[src/rtl/lane_pkg.sv]
package lane_pkg;

    localparam int unsigned WORD_W   = 32;
    localparam int unsigned LANE_W   = 8;
    localparam int unsigned N_LANES  = WORD_W / LANE_W;
    localparam int unsigned HALF_W   = 2 * LANE_W;
    localparam int unsigned LANE_SEL = $clog2(N_LANES);

    typedef enum logic [1:0] {
        SZ_BYTE = 2'b00,
        SZ_HALF = 2'b01,
        SZ_WORD = 2'b10,
        SZ_RSVD = 2'b11
    } acc_size_e;

    typedef struct packed {
        logic [N_LANES-1:0] be;
        logic [WORD_W-1:0]  wdata;
    } st_beat_t;

    typedef struct packed {
        logic [N_LANES-1:0] be;
        logic [WORD_W-1:0]  wdata;
        logic [WORD_W-1:0]  rdata;
        logic               fault;
    } lane_result_t;

    function automatic logic [WORD_W-1:0] widen_byte(input logic [LANE_W-1:0] b,
                                                     input logic uns);
        return {{(WORD_W-LANE_W){b[LANE_W-1] & ~uns}}, b};
    endfunction

    function automatic logic [WORD_W-1:0] widen_half(input logic [HALF_W-1:0] h,
                                                     input logic uns);
        return {{(WORD_W-HALF_W){h[HALF_W-1] & ~uns}}, h};
    endfunction

endpackage

[src/rtl/align_check.sv]
module align_check
    import lane_pkg::*;
(
    input  logic                clk,
    input  logic                rst,
    input  acc_size_e           size,
    input  logic [LANE_SEL-1:0] lo,
    output logic                bad
);

    always_comb begin
        unique case (size)
            SZ_BYTE: bad = 1'b0;
            SZ_HALF: bad = lo[0];
            SZ_WORD: bad = |lo;
            default: bad = 1'b1;
        endcase
    end

    AST_HALF_ODD_BAD: assert property (@(posedge clk) disable iff (rst)
        (size == SZ_HALF && lo[0]) |-> bad);
    AST_BYTE_NEVER_BAD: assert property (@(posedge clk) disable iff (rst)
        (size == SZ_BYTE) |-> !bad);
    AST_WORD_LOW_BITS: assert property (@(posedge clk) disable iff (rst)
        (size == SZ_WORD && lo != '0) |-> bad);

endmodule

[src/rtl/store_steer.sv]
module store_steer
    import lane_pkg::*;
(
    input  logic                clk,
    input  logic                rst,
    input  logic                en,
    input  acc_size_e           size,
    input  logic [LANE_SEL-1:0] lo,
    input  logic [WORD_W-1:0]   opnd,
    output st_beat_t            beat
);

    for (genvar g = 0; g < N_LANES; g++) begin : g_lane
        logic hit;
        always_comb begin
            unique case (size)
                SZ_BYTE: hit = (lo == LANE_SEL'(g));
                SZ_HALF: hit = (lo[1] == g[1]);
                default: hit = 1'b1;
            endcase
            beat.be[g] = en & hit;
        end

        always_comb begin
            unique case (size)
                SZ_BYTE: beat.wdata[g*LANE_W +: LANE_W] = opnd[LANE_W-1:0];
                SZ_HALF: beat.wdata[g*LANE_W +: LANE_W] = opnd[(g%2)*LANE_W +: LANE_W];
                default: beat.wdata[g*LANE_W +: LANE_W] = opnd[g*LANE_W +: LANE_W];
            endcase
        end
    end

    AST_BYTE_ONE_LANE: assert property (@(posedge clk) disable iff (rst)
        (en && size == SZ_BYTE) |-> ($countones(beat.be) == 1));
    AST_HALF_PAIR: assert property (@(posedge clk) disable iff (rst)
        (en && size == SZ_HALF) |-> (beat.be == 4'b0011 || beat.be == 4'b1100));
    AST_OFF_QUIET: assert property (@(posedge clk) disable iff (rst)
        !en |-> (beat.be == '0));

endmodule

[src/rtl/load_extract.sv]
module load_extract
    import lane_pkg::*;
(
    input  logic                clk,
    input  logic                rst,
    input  logic                kill,
    input  acc_size_e           size,
    input  logic [LANE_SEL-1:0] lo,
    input  logic                uns,
    input  logic [WORD_W-1:0]   word,
    output logic [WORD_W-1:0]   result
);

    logic [LANE_W-1:0] lanes [N_LANES];
    logic [HALF_W-1:0] half_sel;

    for (genvar g = 0; g < N_LANES; g++) begin : g_split
        assign lanes[g] = word[g*LANE_W +: LANE_W];
    end

    assign half_sel = lo[1] ? word[WORD_W-1 -: HALF_W] : word[HALF_W-1:0];

    always_comb begin
        if (kill) begin
            result = '0;
        end else begin
            unique case (size)
                SZ_BYTE: result = widen_byte(lanes[lo], uns);
                SZ_HALF: result = widen_half(half_sel, uns);
                default: result = word;
            endcase
        end
    end

    AST_KILL_ZERO: assert property (@(posedge clk) disable iff (rst)
        kill |-> (result == '0));
    AST_BYTE_ZEXT: assert property (@(posedge clk) disable iff (rst)
        (!kill && uns && size == SZ_BYTE) |-> (result[WORD_W-1:LANE_W] == '0));
    AST_HALF_ZEXT: assert property (@(posedge clk) disable iff (rst)
        (!kill && uns && size == SZ_HALF) |-> (result[WORD_W-1:HALF_W] == '0));

endmodule

[src/rtl/mem_lane_aligner.sv]
module mem_lane_aligner
    import lane_pkg::*;
#(
    parameter int unsigned ADDR_W  = 32,
    parameter bit          REG_OUT = 1'b0
) (
    input  logic                clk,
    input  logic                rst,
    input  logic                req_valid,
    input  logic                req_we,
    input  logic [1:0]          req_size,
    input  logic [ADDR_W-1:0]   req_addr,
    input  logic [31:0]         req_wdata,
    input  logic                req_unsigned,
    input  logic [31:0]         mem_rdata,
    output logic [ADDR_W-3:0]   mem_word_addr,
    output logic [3:0]          mem_be,
    output logic [31:0]         mem_wdata,
    output logic [31:0]         ld_data,
    output logic                misalign
);

    localparam int unsigned WIDX_W = ADDR_W - LANE_SEL;

    acc_size_e           size;
    logic [LANE_SEL-1:0] lo;
    logic                bad;
    logic                st_en;
    st_beat_t            beat;
    logic [WORD_W-1:0]   rd_ext;
    lane_result_t        nxt;
    logic [WIDX_W-1:0]   nxt_widx;

    assign size     = acc_size_e'(req_size);
    assign lo       = req_addr[LANE_SEL-1:0];
    assign nxt_widx = req_addr[ADDR_W-1:LANE_SEL];
    assign st_en    = req_valid & req_we & ~bad;

    align_check u_align (
        .clk  (clk),
        .rst  (rst),
        .size (size),
        .lo   (lo),
        .bad  (bad)
    );

    store_steer u_store (
        .clk  (clk),
        .rst  (rst),
        .en   (st_en),
        .size (size),
        .lo   (lo),
        .opnd (req_wdata),
        .beat (beat)
    );

    load_extract u_load (
        .clk    (clk),
        .rst    (rst),
        .kill   (bad),
        .size   (size),
        .lo     (lo),
        .uns    (req_unsigned),
        .word   (mem_rdata),
        .result (rd_ext)
    );

    always_comb begin
        nxt.be    = beat.be;
        nxt.wdata = beat.wdata;
        nxt.rdata = rd_ext;
        nxt.fault = req_valid & bad;
    end

    if (REG_OUT) begin : g_reg
        lane_result_t      q;
        logic [WIDX_W-1:0] q_widx;
        always_ff @(posedge clk) begin
            if (rst) begin
                q      <= '0;
                q_widx <= '0;
            end else begin
                q      <= nxt;
                q_widx <= nxt_widx;
            end
        end
        assign mem_word_addr = q_widx;
        assign mem_be        = q.be;
        assign mem_wdata     = q.wdata;
        assign ld_data       = q.rdata;
        assign misalign      = q.fault;

        AST_REG_LATENCY: assert property (@(posedge clk) disable iff (rst)
            !rst |=> (mem_be == $past(nxt.be)));
    end else begin : g_comb
        assign mem_word_addr = nxt_widx;
        assign mem_be        = nxt.be;
        assign mem_wdata     = nxt.wdata;
        assign ld_data       = nxt.rdata;
        assign misalign      = nxt.fault;
    end

    AST_FAULT_NO_WRITE: assert property (@(posedge clk) disable iff (rst)
        nxt.fault |-> (nxt.be == '0));
    AST_IDLE_QUIET: assert property (@(posedge clk) disable iff (rst)
        !req_valid |-> (!nxt.fault && nxt.be == '0));
    AST_LOAD_NO_BE: assert property (@(posedge clk) disable iff (rst)
        !req_we |-> (nxt.be == '0));

endmodule

[config.mk]
export PLATFORM = sky130hd
export DESIGN_NAME = mem_lane_aligner
export DESIGN_NICKNAME = d
export VERILOG_FILES = /design/src/rtl/lane_pkg.sv /design/src/rtl/align_check.sv /design/src/rtl/store_steer.sv /design/src/rtl/load_extract.sv /design/src/rtl/mem_lane_aligner.sv
export SDC_FILE = /design/constraint.sdc
export NUM_CORES = 1
export LEC_CHECK = 0
export BUFFER_PORTS_ARGS = -buffer_cell sky130_fd_sc_hd__buf_2
export CAP_MARGIN = 20
export CORE_AREA = 5 5 75 77
export DETAILED_ROUTE_END_ITERATION = 6
export DIE_AREA = 0 0 80 82
export GPL_ROUTABILITY_DRIVEN = 1
export PLACE_DENSITY = 0.82
export SYNTH_ARGS = -nofsm -noshare
export SYNTH_HDL_FRONTEND = slang
export SYNTH_SLANG_ARGS = --single-unit
[constraint.sdc]
create_clock -name vclk -period 1.35
set_input_delay 0.135 -clock vclk [all_inputs]
set_output_delay 0.135 -clock vclk [all_outputs]
set_load 0.03 [all_outputs]
======== Word-level counts from Yosys, hierarchy flattened ========
Cells that the tools add are included.
word-level totals
  register bits after elaboration ......... 0
  bits of input ports ..................... 103
  output and inout port bits .............. 99
  logic and storage cells ................. 37
cells by class
  order comparisons ....................... 1
  equal/unequal tests ..................... 5
  multiplexer cells ....................... 14
  bitwise gates (word level) .............. 13
  reductions and logical operators ........ 4
operators with widths
  cell                                                 count
  case mux 32 bit (2 select lines)                     1
  two-way mux 32 bit                                   1
  two-way mux 8 bit                                    4
  binary-select mux 8 bit (select 2 bit)               1
  two-way mux 16 bit                                   1
  case mux 8 bit (2 select lines)                      1
  AND 1 bit                                            9
  case mux 1 bit (2 select lines)                      4
  equality test 2 bit, second input constant           3
  equality test 2 x 1 -> 1 bit, second input constant  2
  zero test 2 bit                                      2
  OR reduction 2 bit                                   2
  >= comparator 3 bit, second input constant           1
  inverter 1 bit                                       3
  inverter 2 -> 3 bit                                  1
  case mux 1 bit (3 select lines)                      1

======== Longest topological paths before layout ========
Gate-level depths: netlist (run 1).
  depth in word-level cells ............... 7
  gate-level depth with buffers ........... 6

======== Hierarchy ========
Synthesis (run 1) repeated with hierarchy kept, for this count alone.
unflattened totals
  cell total of the unflattened synthesis .. 239
  area, all modules ....................... 1903.1 µm²
by module, submodules not included
  module            times used  cells each  area each (µm²)  seq. area each (µm²)
  load_extract      1           140         1133.6           0.0
  store_steer       1           64          514.2            0.0
  mem_lane_aligner  1           32          241.5            0.0
  align_check       1           3           13.8             0.0

======== Worst setup path after synthesis (run 1) ========
Ideal clock, no wire load.
  path type ............................... input-to-output
  from .................................... input port req_size[0]
  to ...................................... output port mem_be[0]
  arrival ................................. 2.069 ns
  path slack .............................. -0.854 ns
  cell stages on the path ................. 3
  path buffers ............................ 2
  path through ............................ buf_2 buf_2 a2111oi_0
on the way
  cells in the longest elaborated chain, start to end .. 5
  elaborated cells between the ends (all ways) .. 8
  those cells by class .................... 2 x eq/ne; 2 x mux; 3 x bitwise; 1 x reduce/logical
RTL lines
  what                                         line                    source
  start, declared                              mem_lane_aligner.sv:11  input logic [1:0] req_size,
  equality test 2 bit (tied with other cells)  align_check.sv:12       unique case (size)
  case mux 1 bit (3 select lines)              align_check.sv:12
  inverter 1 bit                               mem_lane_aligner.sv:37  assign st_en = req_valid & req_we & ~bad;
  AND 1 bit                                    mem_lane_aligner.sv:37
  AND 1 bit (*)                                store_steer.sv:21       beat.be[g] = en & hit;
  end, declared                                mem_lane_aligner.sv:17  output logic [3:0] mem_be,
Every way passes the cells marked *; elsewhere a longest branch is shown, timed or not.

======== Worst setup path in the final report (run 1) ========
  from .................................... input port req_addr[1]
  to ...................................... output port ld_data[18]
on the way
  cells in the longest elaborated chain, start to end .. 7
  elaborated cells between the ends (all ways) .. 11
  those cells by class .................... 7 x mux; 3 x bitwise; 1 x reduce/logical
RTL lines
  what                                                  line                    source
  start, declared                                       mem_lane_aligner.sv:12  input logic [ADDR_W-1:0] req_addr,
  inverter 2 -> 3 bit (implied by the code)             load_extract.sv:28      SZ_BYTE: result = widen_byte(lanes[lo], uns);
  binary-select mux 8 bit (select 2 bit)                load_extract.sv:28
  two-way mux 8 bit (implied by the code) (2 in a row)  load_extract.sv:28
  AND 1 bit                                             lane_pkg.sv:30          return {{(WORD_W-LANE_W){b[LANE_W-1] & ~uns}}, b};
  case mux 32 bit (2 select lines)                      load_extract.sv:27      unique case (size)
  two-way mux 32 bit (*)                                load_extract.sv:24      if (kill) begin
  end, declared                                         mem_lane_aligner.sv:19  output logic [31:0] ld_data,
Every way passes the cells marked *; elsewhere a longest branch is shown, timed or not. The select of a mux whose other input is x is not followed.

==> flow_summary.yaml, run 1 <==
setup_path:
  cp-start-kind: "input port"
  critPathKind: "in -> out"
  cp.arrival_ns: 1.35
  required_ns: 1.22
  worst_setup_path_end_kind: "primary output"
  cp_max_fo: 8
yosys:
  syn-num-nets: 307
  synth_top_area_cell: "buf_4"
  synth_cells: 204
  ys_warn_count: 0
  syn-cell-area_um2: 1480
  syn_area_per_cell_um2: 7.24
  yosysTopAreaCellShare: 0.203
  yosysSeqAreaShare: 0
  synth_area_leaders: "buf_4, mux2_2, mux2i_1"
  yosysUniqueCellTypes: 29
floorplan:
  rows: 26
  core_area_um2: 4940
  io_pins: 202
  die_area_um2: 6560
  initial_utilization: 0.299
  die_height_um: 82
  die_w_um: 80
placed_design:
  pre_cts_ws_ns: -0.330
  place_congestion: 0.759
  place_hpwl_um: 5220
  place_area_um2: 2370
  dp_cells: 384
  portBuffers: 140
pwr:
  power.density_nw_per_um2: 465
  total_power_mw: 1.45
  switching_share: 0.560
  irDropWorstVdd_uv: 237
  p_int_mw: 0.638
  total_leakage_power_nw: 1.53
  power_frac_seq: 0
  pwr-share-clk: 0
  p_comb_frac: 1.000
  p_switching_mw: 0.811
sta:
  slew_viol_final: 0
  relSlewSlack: 0.799
  period_minus_slack_ns: 1.49
  min_period_over_period: 1.10
  hold_ws_ns: 0.270
  grt_setup_unrepaired: "true"
  hold_viol: 0
  tightest_slew_ns: 0.301
  tns_ns: -2.15
  setup_viol: 24
  fmax_mhz: 672
  worst_slack_ns: -0.138
route:
  avgRoutedWirePerCell_um: 19.2
  ant_nets: 0
  drc: 0
  drtPass1Iterations: 4
  vias: 2035
  drt_wl_total_um: 7670
  vias_per_cell: 5.10
  first_iter_violations: 25
run_status:
  violations: "negative setup slack"
  outcome: "complete, but fails checks"
grt:
  track_usage: 0.207
  grt_max_degree: 25
  grt_pass1_vias: 2118
  antenna_found_initial: 0
  grt_pass1_wl_um: 10800
  grt_overflow_total: 0
cts:
  postCtsHoldBufs: 0
layout:
  fin_nets: 434
  final_area_um2: 3120
  fin_cells: 399
  utilization: 0.631
  drive_gt1_frac: 0.802
  seq_area_um2: 0
  areaGrowthSynthToFinish_pct: 111
  nFlopsAndLatches: 0
  nClkBuffers: 0
  antenna_cells: 0
flow_run:
  cap_viol_max_count: 0
worst_hold_path:
  min_path_type: "in -> out"
power by group through the flow:
stage	Clock (mW)	Combinational, mW	Sequential [mW]
after floorplan	0	0.937	0
after global placement	0	1.10	0
after detailed placement	0	1.12	0
after CTS	0	1.35	0
after global routing	0	1.52	0
final	0	1.45	0
kinds of logic after synthesis:
family                 count (synthesis)  share of synthesized area
AO/OA/AOI/OAI                         63                      0.323
XOR/XNOR                               2                     0.0119
buffers and inverters                 76                      0.309
AND/OR/NAND/NOR                       29                      0.102
multiplexers                          34                      0.253
worst paths after layout:
| kind | from | endpoint | slack (ns) | depth (start not counted) |
|---|---|---|---|---|
| setup / recovery | req_addr[1] | ld_data[18] | -0.14 | 6 |
| hold / removal | req_addr[14] | mem_word_addr[12] | 0.27 | 0 |
layer usage:
metal  global-route usage  up-vias  wire (um)
li1                     -      952          -
met1                0.221      968       2750
met2                0.419      100       4170
met3               0.0450       15        618
met4               0.0287        0        127
met5                    0        -          0
cells in the final DEF (no fill, tap or decap):
cell / n
buf_2: 94
buf_6: 43
buf_4: 32
inv_1: 20
mux2i_1: 15
a221oi_4: 12
nand2_1: 10
o21ai_1: 9
mux2_4: 9
o21ai_2: 8
mux2_2: 8
a22oi_2: 7
o22ai_2: 7
buf_12: 7
nor2b_4: 6
a21oi_4: 4
a21oi_2: 4
a221oi_2: 4
a21oi_1: 4
nor2_4: 2
a31oi_1: 2
xor2_1: 2
nor3_2: 2
buf_16: 2
mux4_2: 1
nand2b_4: 1
nor4b_4: 1
nand3_2: 1
and3b_2: 1
nor2b_2: 1
a32oi_2: 1
nand2_4: 1
mux2i_2: 1
and3b_1: 1
nor3b_1: 1
nor2_1: 1
a2111oi_2: 1
clkbuf_16: 1
buf_8: 1
clkbuf_4: 1
cells in the mapped netlist (3+ instances only):
cell type and n:
buf_4 40, inv_1 20, mux2_2 17, mux2i_1 16, o21ai_0 16, a21oi_1 11, buf_2 11, nand2_1 11
a221oi_2 10, a22oi_1 7, nor2b_1 7, o22ai_1 7, a221oi_1 6, clkbuf_1 4, nor2_1 3
repair_timing:
item                       4_1_cts  5_1_grt
gates cloned                     4        0
setup endpoints to repair       41       42
buffers inserted                 4        7
pin swaps                       21       18
gates resized for setup        114       50
cell type report:
| class | count | area [um^2] |
|---|---|---|
| fill | 399 | 1830 |
| timing repair buffer | 181 | 1440 |
| multi-input combinational | 128 | 1520 |
| tap | 70 | 87.6 |
| inverter | 20 | 75.1 |
critical path, cell delays in order:
cell	delay [ns]
buf_8	0.11
mux4_2	0.39
nand2b_4	0.10
buf_12	0.16
a221oi_2	0.25
buf_4	0.21
Power figures use the tool's default switching activity.
==> inputs of run 2 (changes only) <==
Settings changed: ABC_AREA from default to 1, CORE_AREA 5 5 75 77 to 5 5 76 78, DIE_AREA 0 0 80 82 to 0 0 81 83, PLACE_DENSITY 0.82 to 0.79.
Clock period 1.35 ns to 1.4 ns, I/O delays scaled along.
==> run 2 against run 1 <==
Against the previous run:
- the run now ends clean
- cell count up 11%
- combinational power down 23%
- clock-buffer cell count unchanged
- largest cell class unchanged
==> flow_summary.yaml, run 2 <==
run_status:
  outcome: "completed"
placed_design:
  place_area_um2: 2050
  dp_cells: 433
  place_congestion: 0.823
  portBuffers: 140
  place_hpwl_um: 4810
  pre_cts_ws_ns: -0.119
setup_path:
  cp_max_fo: 8
  critPathKind: "in -> out"
  required_ns: 1.26
  cp-start-kind: "input port"
  cp.arrival_ns: 1.24
  worst_setup_path_end_kind: "primary output"
sta:
  fmax_mhz: 722
  setup_viol: 0
  tightest_slew_ns: 0.278
  worst_slack_ns: 0.0151
  tns_ns: 0
  relSlewSlack: 0.814
  slew_viol_final: 0
  hold_ws_ns: 0.280
  min_period_over_period: 0.989
  hold_viol: 0
  grt_setup_unrepaired: "true"
  period_minus_slack_ns: 1.38
grt:
  grt_overflow_total: 0
  antenna_found_initial: 0
  grt_pass1_wl_um: 9380
  grt_pass1_vias: 1933
  track_usage: 0.166
  grt_max_degree: 19
route:
  drc: 0
  drtPass1Iterations: 4
  ant_nets: 0
  avgRoutedWirePerCell_um: 13.7
  drt_wl_total_um: 6060
  vias: 2042
  first_iter_violations: 76
  vias_per_cell: 4.63
pwr:
  p_int_mw: 0.412
  irDropWorstVdd_uv: 270
  pwr-share-clk: 0
  total_power_mw: 1.11
  power.density_nw_per_um2: 473
  switching_share: 0.628
  total_leakage_power_nw: 1.36
  p_switching_mw: 0.694
  p_comb_frac: 1.000
  power_frac_seq: 0
floorplan:
  core_area_um2: 5010
  die_height_um: 83
  die_area_um2: 6720
  rows: 26
  initial_utilization: 0.287
  io_pins: 202
  die_w_um: 81
yosys:
  syn_area_per_cell_um2: 5.70
  synth_common_cells: "nand2_1, buf_4, nor2_1"
  yosysSeqAreaShare: 0
  yosysMostFrequentCell: "nand2_1"
  syn-cell-area_um2: 1440
  synth_cells: 252
  yosysUniqueCellTypes: 28
  synth_top_area_cell: "buf_4"
  ys_warn_count: 0
  yosysTopAreaCellShare: 0.204
  syn-num-nets: 355
  synth_area_leaders: "buf_4, nand2_1, mux2i_1"
cts:
  postCtsHoldBufs: 0
layout:
  fin_nets: 476
  drive_gt1_frac: 0.577
  utilization: 0.467
  layout_common_cells: "buf_2, nand2_1, buf_4"
  fill_cells: 525
  final_area_um2: 2340
  antenna_cells: 0
  nFlopsAndLatches: 0
  seq_area_um2: 0
  fin_cells: 441
  layout_commonest_cell: "buf_2"
  areaGrowthSynthToFinish_pct: 62.8
  nClkBuffers: 0
flow_run:
  cap_viol_max_count: 0
worst_hold_path:
  min_path_type: "in -> out"
==> run 2: changes by cell type after synthesis, moves of 8 or more <==
cell / change
nor2_1: +24
a21oi_1: -8
nand2_1: +62
nand3_1: +9
a221oi_2: -10
o21ai_0: -8
mux2_2: -17
o211ai_1: +8
nor2_4: +12
==> run 2: area by class of cell <==
type	count	area, um^2	share of cell area
well taps	70	87.6	0.0375
inverters	28	113	0.0482
multi-input cells	178	1090	0.465
repair buffers	165	1050	0.449
==> run 2: worst max-delay path, cell delays in order <==
cell     delay (ns)
buf_6          0.10
buf_6          0.12
nor2_4         0.11
buf_4          0.13
nand3_4        0.07
nand3_4        0.15
nand2_8        0.13
nor2_1         0.12
buf_4          0.17
==> run 2: logic make-up after synthesis <==
| logic type | Yosys count | share of synthesized area |
|---|---|---|
| mux | 14 | 0.0976 |
| simple gates | 131 | 0.446 |
| compound gates | 31 | 0.134 |
| buf+inv | 76 | 0.322 |
==> run 2: worst paths after layout <==
kind	start	endpoint	slack [ns]	cells after the start
min	req_addr[13]	mem_word_addr[11]	0.28	0
max	req_size[1]	ld_data[17]	0.02	9
==> run 2: per-layer routing <==
metal	vias to the layer above	wire [um]	GRT usage
met5	-	0	0
li1	1010	-	-
met1	930	2380	0.223
met2	98	3190	0.285
met3	4	474	0.0249
met4	0	18	0.0154
==> run 2: repair_timing <==
| action | in CTS | in global routing |
|---|---|---|
| setup buffers | 1 | 5 |
| gates cloned | 2 | 0 |
| pin swaps | 7 | 8 |
| endpoints found under the setup margin | 26 | 36 |
| resized for setup | 30 | 47 |
==> run 2: power groups by stage <==
stage | Clock, mW | Sequential (mW) | Combinational [mW]
2_1_floorplan | 0 | 0 | 0.806
5_1_grt | 0 | 0 | 1.18
3_3_place_gp | 0 | 0 | 0.971
4_1_cts | 0 | 0 | 1.05
3_5_place_dp | 0 | 0 | 0.981
6_report | 0 | 0 | 1.11
